===== src/rtl/wbc_pkg.sv =====
package wbc_pkg;

   function automatic int unsigned wbc_min(input int unsigned a, input int unsigned b);
      return (a < b) ? a : b;
   endfunction

   function automatic int unsigned wbc_credit_max(input int unsigned width, input int unsigned depth);
      return width * depth;
   endfunction

endpackage


===== src/rtl/wbc_popcount.sv =====
module wbc_popcount #(
   parameter int N = 4,
   parameter int W = 3
) (
   input  logic [N-1:0] bits_in,
   output logic [W-1:0] ones
);
   always_comb begin
      ones = '0;
      for (int i = 0; i < N; i++) begin
         ones = ones + W'(bits_in[i]);
      end
   end
endmodule


===== src/rtl/wbc_grant_pick.sv =====
module wbc_grant_pick #(
   parameter int ISSUE_W = 4,
   parameter int LIM_W   = 3
) (
   input  logic [ISSUE_W-1:0] req,
   input  logic [LIM_W-1:0]   limit,
   output logic [ISSUE_W-1:0] gnt
);
   logic [LIM_W-1:0] taken;

   always_comb begin
      taken = '0;
      gnt   = '0;
      for (int i = 0; i < ISSUE_W; i++) begin
         if (req[i] && (taken < limit)) begin
            gnt[i] = 1'b1;
            taken  = taken + LIM_W'(1);
         end
      end
   end
endmodule


===== src/rtl/wbc_credit_ctr.sv =====
module wbc_credit_ctr #(
   parameter int MAX   = 6,
   parameter int CNT_W = 3,
   parameter int INC_W = 3,
   parameter int DEC_W = 3,
   parameter int SUM_W = 5
) (
   input  logic             clk,
   input  logic             rst_n,
   input  logic [INC_W-1:0] inc_n,
   input  logic [DEC_W-1:0] dec_n,
   output logic [CNT_W-1:0] cnt_q,
   output logic             err_q
);
   logic [SUM_W-1:0] sum;
   logic [SUM_W-1:0] diff;
   logic [CNT_W-1:0] cnt_d;
   logic             bad;

   always_comb begin
      sum  = SUM_W'(cnt_q) + SUM_W'(inc_n);
      diff = '0;
      bad  = 1'b0;
      if (sum < SUM_W'(dec_n)) begin
         cnt_d = '0;
         bad   = 1'b1;
      end else begin
         diff = sum - SUM_W'(dec_n);
         if (diff > SUM_W'(MAX)) begin
            cnt_d = CNT_W'(MAX);
            bad   = 1'b1;
         end else begin
            cnt_d = diff[CNT_W-1:0];
         end
      end
   end

   always_ff @(posedge clk) begin
      if (!rst_n) begin
         cnt_q <= '0;
         err_q <= 1'b0;
      end else begin
         cnt_q <= cnt_d;
         err_q <= err_q | bad;
      end
   end
endmodule


===== src/rtl/wbc_tag_board.sv =====
module wbc_tag_board #(
   parameter int TAG_W = 4,
   parameter int N_SET = 4,
   parameter int N_CLR = 5
) (
   input  logic                   clk,
   input  logic                   rst_n,
   input  logic [N_SET-1:0]       set_vld,
   input  logic [N_SET*TAG_W-1:0] set_tag,
   input  logic [N_CLR-1:0]       clr_vld,
   input  logic [N_CLR*TAG_W-1:0] clr_tag,
   output logic                   err_q
);
   localparam int DEPTH = 1 << TAG_W;

   logic [DEPTH-1:0] live_q;
   logic [DEPTH-1:0] live_d;
   logic             miss;

   always_comb begin
      live_d = live_q;
      miss   = 1'b0;
      for (int k = 0; k < N_CLR; k++) begin
         if (clr_vld[k]) begin
            if (!live_q[clr_tag[k*TAG_W +: TAG_W]]) miss = 1'b1;
            live_d[clr_tag[k*TAG_W +: TAG_W]] = 1'b0;
         end
      end
      for (int s = 0; s < N_SET; s++) begin
         if (set_vld[s]) live_d[set_tag[s*TAG_W +: TAG_W]] = 1'b1;
      end
   end

   always_ff @(posedge clk) begin
      if (!rst_n) begin
         live_q <= '0;
         err_q  <= 1'b0;
      end else begin
         live_q <= live_d;
         err_q  <= err_q | miss;
      end
   end
endmodule


===== src/rtl/wb_credit_throttle.sv =====
module wb_credit_throttle
   import wbc_pkg::*;
#(
   parameter int ISSUE_W    = 4,
   parameter int WB_WIDTH   = 2,
   parameter int WB_DEPTH   = 3,
   parameter int SQ_PORTS   = 2,
   parameter int LD_PORTS   = 1,
   parameter int TAG_W      = 4,
   parameter bit TRACK_TAGS = 1'b1
) (
   input  logic                      clk,
   input  logic                      rst_n,
   input  logic [ISSUE_W-1:0]        iss_req,
   input  logic [ISSUE_W*TAG_W-1:0]  iss_tag,
   output logic [ISSUE_W-1:0]        iss_gnt,
   output logic                      iss_enable,
   input  logic [WB_WIDTH-1:0]       wb_vld,
   input  logic [WB_WIDTH*TAG_W-1:0] wb_tag,
   input  logic [SQ_PORTS-1:0]       sq_vld,
   input  logic [SQ_PORTS*TAG_W-1:0] sq_tag,
   input  logic [LD_PORTS-1:0]       ld_vld,
   input  logic [LD_PORTS*TAG_W-1:0] ld_tag,
   output logic                      cnt_err,
   output logic                      tag_err
);
   localparam int MAX   = int'(wbc_credit_max(WB_WIDTH, WB_DEPTH));
   localparam int N_DEC = WB_WIDTH + SQ_PORTS + LD_PORTS;
   localparam int CNT_W = $clog2(MAX + 1);
   localparam int INC_W = $clog2(ISSUE_W + 1);
   localparam int DEC_W = $clog2(N_DEC + 1);
   localparam int SUM_W = $clog2(MAX + ISSUE_W + N_DEC + 1) + 1;

   if (ISSUE_W < 1 || WB_WIDTH < 1 || WB_DEPTH < 1) begin : g_bad_width
      $error("wb_credit_throttle: widths and depth must be at least 1");
   end
   if (SQ_PORTS < 1 || LD_PORTS < 1) begin : g_bad_ports
      $error("wb_credit_throttle: each return source needs a port");
   end
   if (TAG_W < 1 || TAG_W > 12) begin : g_bad_tag
      $error("wb_credit_throttle: TAG_W must be 1..12");
   end

   logic [N_DEC-1:0]       dec_vld;
   logic [N_DEC*TAG_W-1:0] dec_tag;
   logic [CNT_W-1:0]       cnt_q;
   logic [SUM_W-1:0]       avail;
   logic [INC_W-1:0]       limit;
   logic [INC_W-1:0]       inc_n;
   logic [DEC_W-1:0]       dec_n;

   assign dec_vld = {ld_vld, sq_vld, wb_vld};
   assign dec_tag = {ld_tag, sq_tag, wb_tag};

   always_comb begin
      avail = SUM_W'(MAX) - SUM_W'(cnt_q);
      if (avail > SUM_W'(ISSUE_W)) limit = INC_W'(ISSUE_W);
      else                         limit = avail[INC_W-1:0];
   end

   assign iss_enable = (cnt_q != CNT_W'(MAX));

   wbc_grant_pick #(.ISSUE_W(ISSUE_W), .LIM_W(INC_W)) u_pick (
      .req   (iss_req),
      .limit (limit),
      .gnt   (iss_gnt)
   );

   wbc_popcount #(.N(ISSUE_W), .W(INC_W)) u_inc_cnt (
      .bits_in (iss_gnt),
      .ones    (inc_n)
   );

   wbc_popcount #(.N(N_DEC), .W(DEC_W)) u_dec_cnt (
      .bits_in (dec_vld),
      .ones    (dec_n)
   );

   wbc_credit_ctr #(
      .MAX(MAX), .CNT_W(CNT_W), .INC_W(INC_W), .DEC_W(DEC_W), .SUM_W(SUM_W)
   ) u_ctr (
      .clk   (clk),
      .rst_n (rst_n),
      .inc_n (inc_n),
      .dec_n (dec_n),
      .cnt_q (cnt_q),
      .err_q (cnt_err)
   );

   if (TRACK_TAGS) begin : g_tags
      wbc_tag_board #(.TAG_W(TAG_W), .N_SET(ISSUE_W), .N_CLR(N_DEC)) u_board (
         .clk     (clk),
         .rst_n   (rst_n),
         .set_vld (iss_gnt),
         .set_tag (iss_tag),
         .clr_vld (dec_vld),
         .clr_tag (dec_tag),
         .err_q   (tag_err)
      );
   end else begin : g_no_tags
      assign tag_err = 1'b0;
   end
endmodule


===== config.mk =====
export PLATFORM = sky130hd
export DESIGN_NAME = wb_credit_throttle
export DESIGN_NICKNAME = d
export VERILOG_FILES = /design/src/rtl/wbc_pkg.sv /design/src/rtl/wbc_popcount.sv /design/src/rtl/wbc_grant_pick.sv /design/src/rtl/wbc_credit_ctr.sv /design/src/rtl/wbc_tag_board.sv /design/src/rtl/wb_credit_throttle.sv
export SDC_FILE = /design/constraint.sdc
export NUM_CORES = 1
export LEC_CHECK = 0
export BUFFER_PORTS_ARGS = -buffer_cell sky130_fd_sc_hd__buf_4
export CORE_ASPECT_RATIO = 1.2
export CORE_MARGIN = 2
export CORE_UTILIZATION = 58
export DETAILED_ROUTE_END_ITERATION = 16
export PLACE_DENSITY = 0.79
export SLEW_MARGIN = 20
export SYNTH_ARGS = -nofsm -noshare
export SYNTH_HDL_FRONTEND = slang
export SYNTH_SLANG_ARGS = --single-unit

===== constraint.sdc =====
create_clock -name clk -period 7.51 [get_ports clk]
set_input_delay 0.3755 -clock clk [delete_from_list [all_inputs] [get_ports clk]]
set_output_delay 0.3755 -clock clk [all_outputs]
set_load 0.05 [all_outputs]

# After elaboration in Yosys (flattened, before gate mapping)
# Cells that the tools add are included.
# W data, S select, Z words.
# classes
n_addsub	12
mul	0
div_mod_pow	0
order_cmp	25
n_eq_ne	1
shift	0
muxes	58
bitwise	17
reduce_logical	15
# ops
cell	count
$mux W16	9
$and A16 B16 Y16	5
$not A16 Y16	5
$or A16 B16 Y16	4
$lt A4 B5 Y1 const B	9
$demux W1 S4	9
$ge A4 B1 Y1 const B	9
$mux W1	31
$bmux W1 S4	5
$add A3 B1 Y3	5
$logic_and A1 B1 Y1	13
$mux W3	4
$gt A5 B3 Y1 const B	2
$lt A3 B3 Y1	2
$lt A5 B3 Y1	1
$sub A5 B3 Y5	1
$add A1 B1 Y2	2
$add A3 B3 Y4	1
$sub A3 B3 Y4 const A	1
$add A3 B1 Y3 const B	1
$lt A1 B3 Y1	1
$lt A1 B3 Y1 const A	1
$ne A3 B3 Y1 const B	1
$reduce_or A3 Y1	1
4 further kinds	5
# word_totals
reg_bits	21
latch_bits	0
ram_bits	0
rom_bits	0
out_inout_bits	7
word_cells	133
mem_count	0

# Logic depth before layout (Yosys ltp)
# Gate-level depths: netlist of run 1.
# depth
word_depth	23
mapped_depth	33
depth_no_buf	31

# Cells and area by module
# A second synthesis of run 1 with hierarchy kept.
# unflattened
hier_cells	363
hier_area_um2	3056.7
# by_module_without_submodules
module	n_inst	cells_per_inst	area_per_inst_um2	seq_area_each_um2
wbc_tag_board	1	271	2269.7	340.3
wbc_credit_ctr	1	37	357.8	80.1
wbc_grant_pick	1	26	206.4	0.0
wb_credit_throttle	1	13	87.6	0.0
wbc_popcount (u_dec_cnt)	1	8	71.3	0.0
wbc_popcount (u_inc_cnt)	1	8	63.8	0.0

# Worst setup path after synthesis of run 1
# OpenSTA, ideal clock, no wires.
# synth_timing
kind	flip-flop to flip-flop
from	register u_ctr.cnt_q[0]
to	register u_ctr.err_q
setup_ns	0.120
t_arrival_ns	6.668
path_slack_ns	0.722
path_stages_with_launch	31
n_path_buf	2
period_less_slack_ns	6.788
path_cell_list	dfxtp_1 > clkbuf_1 > inv_1 > ha_1 > a211oi_2 > nand2b_1 > inv_1 > ha_1 > inv_1 > a21oi_1 > mux2_4 > o21ai_0 > o21ai_0 > ha_1 > nor3b_1 > a211oi_1 > o31a_1 > and2_4 > buf_6 > o21ai_0 > fa_1 > inv_1 > ha_1 > inv_1 > fa_1 > fa_1 > inv_1 > a21oi_1 > o21ai_0 > o31ai_1 > o31a_1
# synth_via
elab_cells_between_ends	30
classes_between	add/sub: 8; order compare: 7; mux: 10; bitwise: 1; reduce/logical: 4
# synth_lines
element	line	text
start: declaration	wbc_credit_ctr.sv:12	output logic [CNT_W-1:0] cnt_q,
start signal: assignment	wbc_credit_ctr.sv:43	cnt_q <= cnt_d;
$sub A3 B3 Y4 *	wb_credit_throttle.sv:56	avail = SUM_W'(MAX) - SUM_W'(cnt_q);
$gt A5 B3 Y1	wb_credit_throttle.sv:57	if (avail > SUM_W'(ISSUE_W)) limit = INC_W'(ISSUE_W);
$mux W3 *	wb_credit_throttle.sv:57	
$lt A1 B3 Y1	wbc_grant_pick.sv:15	if (req[i] && (taken < limit)) begin
$logic_and A1 B1 Y1	wbc_grant_pick.sv:15	
$mux W1	wbc_grant_pick.sv:15	
$lt A1 B3 Y1 *	wbc_grant_pick.sv:15	
$logic_and A1 B1 Y1 *	wbc_grant_pick.sv:15	
[... 1 more ...]	n/a	
via iss_gnt[1]	wb_credit_throttle.sv:16	output logic [ISSUE_W-1:0] iss_gnt,
$add A1 B1 Y2 *	wbc_popcount.sv:11	ones = ones + W'(bits_in[i]);
$add A3 B1 Y3 * (2 in a row)	wbc_popcount.sv:11	
$add A3 B3 Y4 *	wbc_credit_ctr.sv:21	sum = SUM_W'(cnt_q) + SUM_W'(inc_n);
$sub A5 B3 Y5	wbc_credit_ctr.sv:28	diff = sum - SUM_W'(dec_n);
$gt A5 B3 Y1	wbc_credit_ctr.sv:29	if (diff > SUM_W'(MAX)) begin
$mux W1	wbc_credit_ctr.sv:29	
$mux W1 *	wbc_credit_ctr.sv:24	if (sum < SUM_W'(dec_n)) begin
$or A1 B1 Y1 *	wbc_credit_ctr.sv:44	err_q <= err_q | bad;
end signal: assignment	wbc_credit_ctr.sv:44	
end: declaration	wbc_credit_ctr.sv:13	output logic err_q
# The timed path passes the listed nets; every way through them passes the cells marked *.
# A chain may end at the register's enable or synchronous reset.

# Worst setup path after layout of run 1
# layout_timing
from	register u_ctr.cnt_q[1]
to	register u_ctr.err_q
# layout_via
elab_chain_cells	22
elab_cells_between_ends	30
classes_between	add/sub: 8; order compare: 7; mux: 10; bitwise: 1; reduce/logical: 4
# layout_rtl
element	line
$sub A3 B3 Y4	wb_credit_throttle.sv:56
$gt A5 B3 Y1	wb_credit_throttle.sv:57
$mux W3	wb_credit_throttle.sv:57
$lt A1 B3 Y1	wbc_grant_pick.sv:15
$logic_and A1 B1 Y1	wbc_grant_pick.sv:15
$mux W1	wbc_grant_pick.sv:15
$lt A1 B3 Y1	wbc_grant_pick.sv:15
$logic_and A1 B1 Y1	wbc_grant_pick.sv:15
[... 6 more ...]	n/a
$mux W1	wbc_grant_pick.sv:15
$add A3 B1 Y3	wbc_popcount.sv:11
$add A3 B3 Y4 *	wbc_credit_ctr.sv:21
$sub A5 B3 Y5	wbc_credit_ctr.sv:28
$gt A5 B3 Y1	wbc_credit_ctr.sv:29
$mux W1	wbc_credit_ctr.sv:29
$mux W1 *	wbc_credit_ctr.sv:24
$or A1 B1 Y1 *	wbc_credit_ctr.sv:44
# Mark *: on every way between the ends. The rest lies on a longest branch, timed or not.

==> results of run 1 <==
-- cell usage in the layout, fill, tap and decap left out, types with 7 or more instances in the layout --
cell type | synthesis | final
mux4_2 | 22 | 22
nor3_1 | 23 | 23
inv_1 | 26 | 26
nor2b_1 | 8 | 8
buf_4 | 1 | 54
nand2_1 | 29 | 29
o221ai_1 | 7 | 7
nand2b_1 | 18 | 18
o21ai_0 | 15 | 14
ha_1 | 15 | 15
nand3b_1 | 13 | 13
nor4_1 | 10 | 10
dfxtp_1 | 21 | 20
nor2_1 | 25 | 25
o211ai_1 | 13 | 13
o22ai_1 | 30 | 30
a21oi_1 | 10 | 10
or3_1 | 7 | 7
nand3_1 | 13 | 13
-- critical path: cells and delay by family, from the launching register on --
kind | cells | cell delay [ps]
flip-flops | 1 | 390
adder cells (fa/ha/maj) | 7 | 2610
multiplexers | 1 | 320
AND/OR/NAND/NOR | 5 | 890
AO/OA/AOI/OAI | 10 | 1960
XOR/XNOR | 1 | 450
buffers and inverters | 3 | 200
-- registers in the layout, indices dropped and copies added, names as in the netlist --
name	flops
g_tags.u_board.live_q	16
u_ctr.cnt_q	3
g_tags.u_board.err_q	1
u_ctr.err_q	1
-- routing by layer --
metal  up-vias  global-route usage, %
li1       1699                      -
met1      1828                   50.5
met2       361                   71.5
met3       101                   5.12
met4         0                   19.2
met5         -                      0
-- metrics by stage --
| step | cells | hold slack [ps] | worst slack, ps | area [sq um] | power (mW) |
|---|---|---|---|---|---|
| floorplan | 409 | 478 | 722 | 3300 | 0.463 |
| global placement | 508 | 467 | 736 | 3700 | 0.563 |
| detailed placement | 508 | 474 | 380 | 3700 | 0.580 |
| CTS | 512 | 337 | 332 | 3740 | 0.658 |
| global route | 512 | 349 | 124 | 3750 | 0.720 |
| finish | 512 | 336 | 576 | 3750 | 0.674 |
-- final timing paths --
| kind | slack (ps) | start | end |
|---|---|---|---|
| max | 580 | u_ctr.cnt_q[1] | u_ctr.err_q |
| min | 340 | iss_tag[12] | g_tags.u_board.live_q[14] |
| max reg2reg | 580 | u_ctr.cnt_q[1] | u_ctr.err_q |
| min reg2reg | 500 | u_ctr.err_q | u_ctr.err_q |
-- cell type report --
class | count | share of cell area, %
multi-input cells | 343 | 72.0
flip-flops and latches | 21 | 11.2
repair buffers | 54 | 10.8
inverters | 26 | 2.60
well taps | 64 | 2.13
clock inverters | 1 | 0.133
clock buffers | 3 | 1.10
-- logic make-up after synthesis --
kind of cell	Yosys count	synth area share [%]
DFF	21	12.8
buffers and inverters	45	5.50
AOI/OAI and AO/OA	129	28.8
xor gates and xnor gates	4	1.29
adders and majority gates	20	8.73
and+or+nand+nor	167	27.5
muxes	23	15.5
-- power by group --
| part | total, mW | leakage [nW] | internal, mW | switching (mW) |
|---|---|---|---|---|
| Clock | 0.0780 | 0.0255 | 0.0370 | 0.0410 |
| Combinational | 0.436 | 1.20 | 0.179 | 0.257 |
| Sequential | 0.160 | 0.173 | 0.129 | 0.0310 |
-- repair_timing --
item                                    4_1_cts  5_1_grt
endpoints found under the hold margin         0        0
endpoints found under the setup margin        0        4
hold buffers                                  0        0
resized for setup                             0        3
==> qor.csv, run 1 <==
stage,metric,value,unit
outcome,status,"finished, final reports clean",
logic_synthesis,Cell variety after synth,59,
cells_and_area,P&R area growth vs syn,13.9,%
clock_tree,Worst-path clk slew,90,ps
logic_synthesis,dominant cell type by area after synthesis,mux4_2,
job,number of max-cap violations,0,
logic_synthesis,most common cell in the netlist,o22ai_1,
setup_path,crit end category,flip-flop,
sta,Slew @ Worst Pin,689,ps
grt,gr usage total,41.3,%
drt,vias,3989,
placement,hpwl dp,9800,um
die,die height,86.6,um
logic_synthesis,Syn Inst Count,409,
sta,Setup Total Neg Slack,0,ps
sta,RSZ-0062 raised after global routing,no,
logic_synthesis,Avg Inst Size Synth,8.06,sq um
cells_and_area,Register Area,422,sq um
setup_path,Worst EP required,7670,ps
clock_tree,number of setup buffers added after CTS,0,
drt,met3 routed WL,1290,um
clock_tree,H-tree depth,1,
clock_tree,clock tree buffer depth,2,
placement,number of port buffers,53,
drt,vias per cell,7.79,
cells_and_area,share of cells above drive strength 1,22.8,%
logic_synthesis,Syn Nets,476,
placement,routability cong.,1.06,
grt,first-pass GRT wire length,19800,um
drt,Antenna Nets Post-Route,0,
logic_synthesis,"Primary FF master, synth",dfxtp_1,
pwr,PwrDens,180,mW/mm^2
pwr,Peak VDD IR,0.189,mV
grt,initial antenna violation count,0,
logic_synthesis,Post-synth EDFFs,0,
grt,via count of the first global-routing pass,3715,
setup_path,CP arrival,7090,ps
sta,fin crit period,6930,ps
hold_path,Worst Hold Class,in2reg,
logic_synthesis,asr flop ratio synth,0,%
sta,"Hold Violations, Final",0,
clock_tree,CTS root buffer,clkbuf_8,
sta,Slew HR,53.7,%
setup_path,worst-path fanout max,13,
die,die area,0.00631,sq mm
pwr,LEAKAGE,1.40,nW
setup_path,CP Launch Type,flip-flop,
sta,endpoints failing setup,0,
logic_synthesis,Mapped Area,0.00330,sq mm
hold_path,Worst Hold Depth,2,
logic_synthesis,top cell type's share of synthesized area,15.0,%
cells_and_area,Fillers,451,
drt,Initial DRC Count,754,
drt,iteration count of the initial detailed-routing pass,8,
grt,total global routing overflow,0,
clock_tree,CTS tree,done,
logic_synthesis,synth warn,0,
die,Core Region,0.00556,sq mm
setup_path,reg2reg path depth,27,
clock_tree,Inserted Clock Buffers,3,
grt,largest net degree at the start of global routing,29,
logic_synthesis,Synth area leaders,"mux4_2 15%, dfxtp_1 13%, ha_1 5.7%, o22ai_1 5.7%, nor3_1 3.5%",
setup_path,cell repeated most along the worst path,ha_1,
drt,Metal-1 WL,4460,um
cells_and_area,area of the multi-input gates,0.00270,sq mm
clock_tree,worst-skew pair later-pin latency,260,ps
clock_tree,clk sinks,21,
die,Rows,30,
cells_and_area,nets,516,
drt,detailed route wirelength on metal2,6070,um
drt,WL per Instance,24.9,um
setup_path,slowest CP cell,fa_1,
cells_and_area,Diodes inserted,0,
sta,Final Cycle Share,92.3,%
drt,final WL,12700,um
logic_synthesis,Synth top cells by count,"30 x o22ai_1, 29 x nand2_1, 26 x inv_1",
setup_path,max incr delay on CP,490,ps
logic_synthesis,number of synthesized register bits,21,
die,Initial Util,59.3,%
sta,Slew Limit Fails,0,
die,I/O pin count,54,
drt,# DRC,0,
setup_path,CP Class,reg2reg,
sta,fmax,0.144,GHz
die,Die Width,72.8,um
drt,top sig layer,met4,
cells_and_area,final design utilization,67.6,%
sta,Worst Skew,4.67,ps
logic_synthesis,sequential area share after synthesis,12.8,%
Note: power is estimated with default switching activity, not from simulation.
==> run 2: changes to the inputs <==
--- a/config.mk
+++ b/config.mk
@@ -5,12 +5,13 @@
 export SDC_FILE = /design/constraint.sdc
 export NUM_CORES = 1
 export LEC_CHECK = 0
-export BUFFER_PORTS_ARGS = -buffer_cell sky130_fd_sc_hd__buf_4
+export BUFFER_PORTS_ARGS = -buffer_cell sky130_fd_sc_hd__buf_2
 export CORE_ASPECT_RATIO = 1.2
 export CORE_MARGIN = 2
 export CORE_UTILIZATION = 58
 export DETAILED_ROUTE_END_ITERATION = 16
 export PLACE_DENSITY = 0.79
+export REMOVE_ABC_BUFFERS = 1
 export SLEW_MARGIN = 20
 export SYNTH_ARGS = -nofsm -noshare
 export SYNTH_HDL_FRONTEND = slang
==> run 2 against run 1 <==
Clock skew hardly changed. Critical endpoint unchanged. Via count decreased by 1.3%. Largest cell class unchanged. Power is 1.5% lower. Register-to-register slack about the same.
==> qor.csv, run 2 (synthesis results as in run 1) <==
stage,metric,value,unit,change
outcome,status,"finished, final reports clean",,unchanged
cells_and_area,Diodes inserted,0,,unchanged
die,die height,86.6,um,unchanged
drt,final WL,12600,um,was 12700 um
drt,top sig layer,met4,,unchanged
setup_path,max incr delay on CP,560,ps,was 490 ps
sta,RSZ-0062 raised after global routing,no,,unchanged
sta,Worst Skew,4.75,ps,was 4.67 ps
sta,Slew HR,49.7,%,was 53.7%
hold_path,Worst Hold Class,in2reg,,unchanged
die,I/O pin count,54,,unchanged
setup_path,CP Launch Type,flip-flop,,unchanged
grt,via count of the first global-routing pass,3606,,was 3715
cells_and_area,"non-filler cells, final",512,,unchanged
sta,fmax,0.144,GHz,about the same
pwr,PwrDens,183,mW/mm^2,was 180 mW/mm^2
hold_path,Worst Hold Depth,2,,unchanged
pwr,Flop pwr share,23.8,%,was 23.7%
grt,first-pass GRT wire length,18900,um,was 19800 um
sta,Hold WS,399,ps,was 336 ps
setup_path,Worst EP required,7680,ps,was 7670 ps
drt,# DRC,0,,unchanged
cells_and_area,post-route cell area,0.00362,sq mm,was 0.00375 sq mm
cells_and_area,"commonest non-fill, non-tap cell in the layout",buf_2,,was buf_4
drt,Initial DRC Count,670,,was 754
setup_path,CP arrival,7120,ps,was 7090 ps
cells_and_area,Largest regs,"g_tags.u_board.live_q x16, u_ctr.cnt_q x3",,unchanged
placement,Setup Slack @ Placement,337,ps,was 380 ps
clock_tree,number of setup buffers added after CTS,0,,unchanged
drt,WL per Instance,24.6,um,was 24.9 um
pwr,Pint,332,uW,was 345 uW
cells_and_area,P&R area growth vs syn,9.83,%,was 13.9%
setup_path,reg2reg path depth,30,,was 27
drt,iteration count of the initial detailed-routing pass,9,,was 8
sta,"Hold Violations, Final",0,,unchanged
drt,vias per cell,7.69,,was 7.79
clock_tree,CTS Hold Bufs,0,,unchanged
placement,hpwl dp,9570,um,was 9800 um
setup_path,crit end category,flip-flop,,unchanged
cells_and_area,nets,516,,unchanged
drt,detailed route wirelength on metal2,5930,um,was 6070 um
pwr,switching fraction of total power,50.0,%,was 48.9%
cells_and_area,most frequent cells in the layout,"53 x buf_2, 30 x o22ai_1, 29 x nand2_1",,"was 54 x buf_4, 30 x o22ai_1, 29 x nand2_1"
die,Rows,30,,unchanged
setup_path,CP Class,reg2reg,,unchanged
placement,number of port buffers,53,,unchanged
grt,total global routing overflow,0,,unchanged
grt,largest net degree at the start of global routing,29,,unchanged
sta,Setup Total Neg Slack,0,ps,unchanged
clock_tree,clk sinks,21,,unchanged
cells_and_area,Largest Register,g_tags.u_board.live_q,,unchanged
clock_tree,CTS tree,done,,unchanged
drt,vias,3936,,was 3989
clock_tree,CTS root buffer,clkbuf_8,,unchanged
pwr,LEAKAGE,1.35,nW,was 1.40 nW
drt,Metal-1 WL,4510,um,was 4460 um
die,Core Region,0.00556,sq mm,unchanged
sta,fin crit period,6940,ps,was 6930 ps
clock_tree,Inserted Clock Buffers,3,,unchanged
pwr,Peak VDD IR,0.182,mV,was 0.189 mV
sta,final worst slack,566,ps,was 576 ps
die,die area,0.00631,sq mm,unchanged
cells_and_area,max FFs per register,16,,unchanged
pwr,clock power share,12.1,%,was 11.6%
placement,routability cong.,0.998,,was 1.06
job,number of max-cap violations,0,,unchanged
placement,placed insts,508,,unchanged
clock_tree,CTS-repair resized insts,0,,unchanged
setup_path,worst-path fanout max,13,,unchanged
pwr,Gate power share,64.1,%,was 64.7%
clock_tree,worst-skew pair later-pin latency,270,ps,was 260 ps
clock_tree,clock tree buffer depth,2,,unchanged
cells_and_area,share of cells above drive strength 1,22.8,%,unchanged
placement,placed cell areas,0.00357,sq mm,was 0.00370 sq mm
setup_path,slowest CP cell,fa_1,,unchanged
drt,met3 routed WL,1420,um,was 1290 um
clock_tree,Worst-path clk slew,90,ps,about the same
clock_tree,H-tree depth,1,,unchanged
die,Initial Util,59.3,%,unchanged
sta,endpoints failing setup,0,,unchanged
die,Die Width,72.8,um,unchanged
sta,Final Cycle Share,92.5,%,was 92.3%
drt,Antenna Nets Post-Route,0,,unchanged
grt,gr usage total,39.6,%,was 41.3%
sta,Slew Limit Fails,0,,unchanged
grt,initial antenna violation count,0,,unchanged
pwr,switching power,332,uW,was 329 uW
sta,Slew @ Worst Pin,749,ps,was 689 ps
[run 2: routing by layer]
| metal | track usage, % | vias to the layer above |
|---|---|---|
| li1 | - | 1701 |
| met2 | 67.4 | 344 |
| met4 | 18.0 | 0 |
| met3 | 8.49 | 90 |
| met5 | 0 | - |
| met1 | 47.5 | 1801 |
[run 2: cell type report]
class	count	area, sq um
multi-input combinational	343	2700
fill	489	1930
sequential	21	422
timing repair buffer	54	273
inverter	26	97.6
tap	64	80.1
clock buffer	3	41.3
clock inverter	1	5.00
[run 2: path summary, 6_finish.rpt]
kind                                startpoint                         to  slack (ps)
worst min-delay path               iss_tag[12]  g_tags.u_board.live_q[14]         400
worst max register to register  u_ctr.cnt_q[1]                u_ctr.err_q         570
worst min register to register     u_ctr.err_q                u_ctr.err_q         490
worst max-delay path            u_ctr.cnt_q[1]                u_ctr.err_q         570
[run 2: through the flow]
step / power [mW] / utilization, %
2_1_floorplan: 0.442 / -
3_3_place_gp: 0.552 / 64.2
3_5_place_dp: 0.568 / 64.2
4_1_cts: 0.649 / 65.0
5_1_grt: 0.702 / 65.2
6_report: 0.664 / 65.2
[run 2: critical path, delay by kind of cell, from the launching register on]
kind / cells / cell delay (ps)
adder cells (fa/ha/maj): 7 / 2300
AO/OA/AOI/OAI: 11 / 2290
AND/OR/NAND/NOR: 5 / 900
flip-flops: 1 / 480
buffers and inverters: 5 / 350
multiplexers: 1 / 310
XOR/XNOR: 1 / 200
[run 2: power groups by stage]
stage                     clock [mW]  sequential [mW]  combinational [mW]
after floorplan                    0            0.158               0.284
after detailed placement           0            0.158               0.411
final                         0.0804            0.158               0.425
after CTS                     0.0799            0.155               0.414
after global placement             0            0.157               0.396
after global routing          0.0827            0.159               0.460
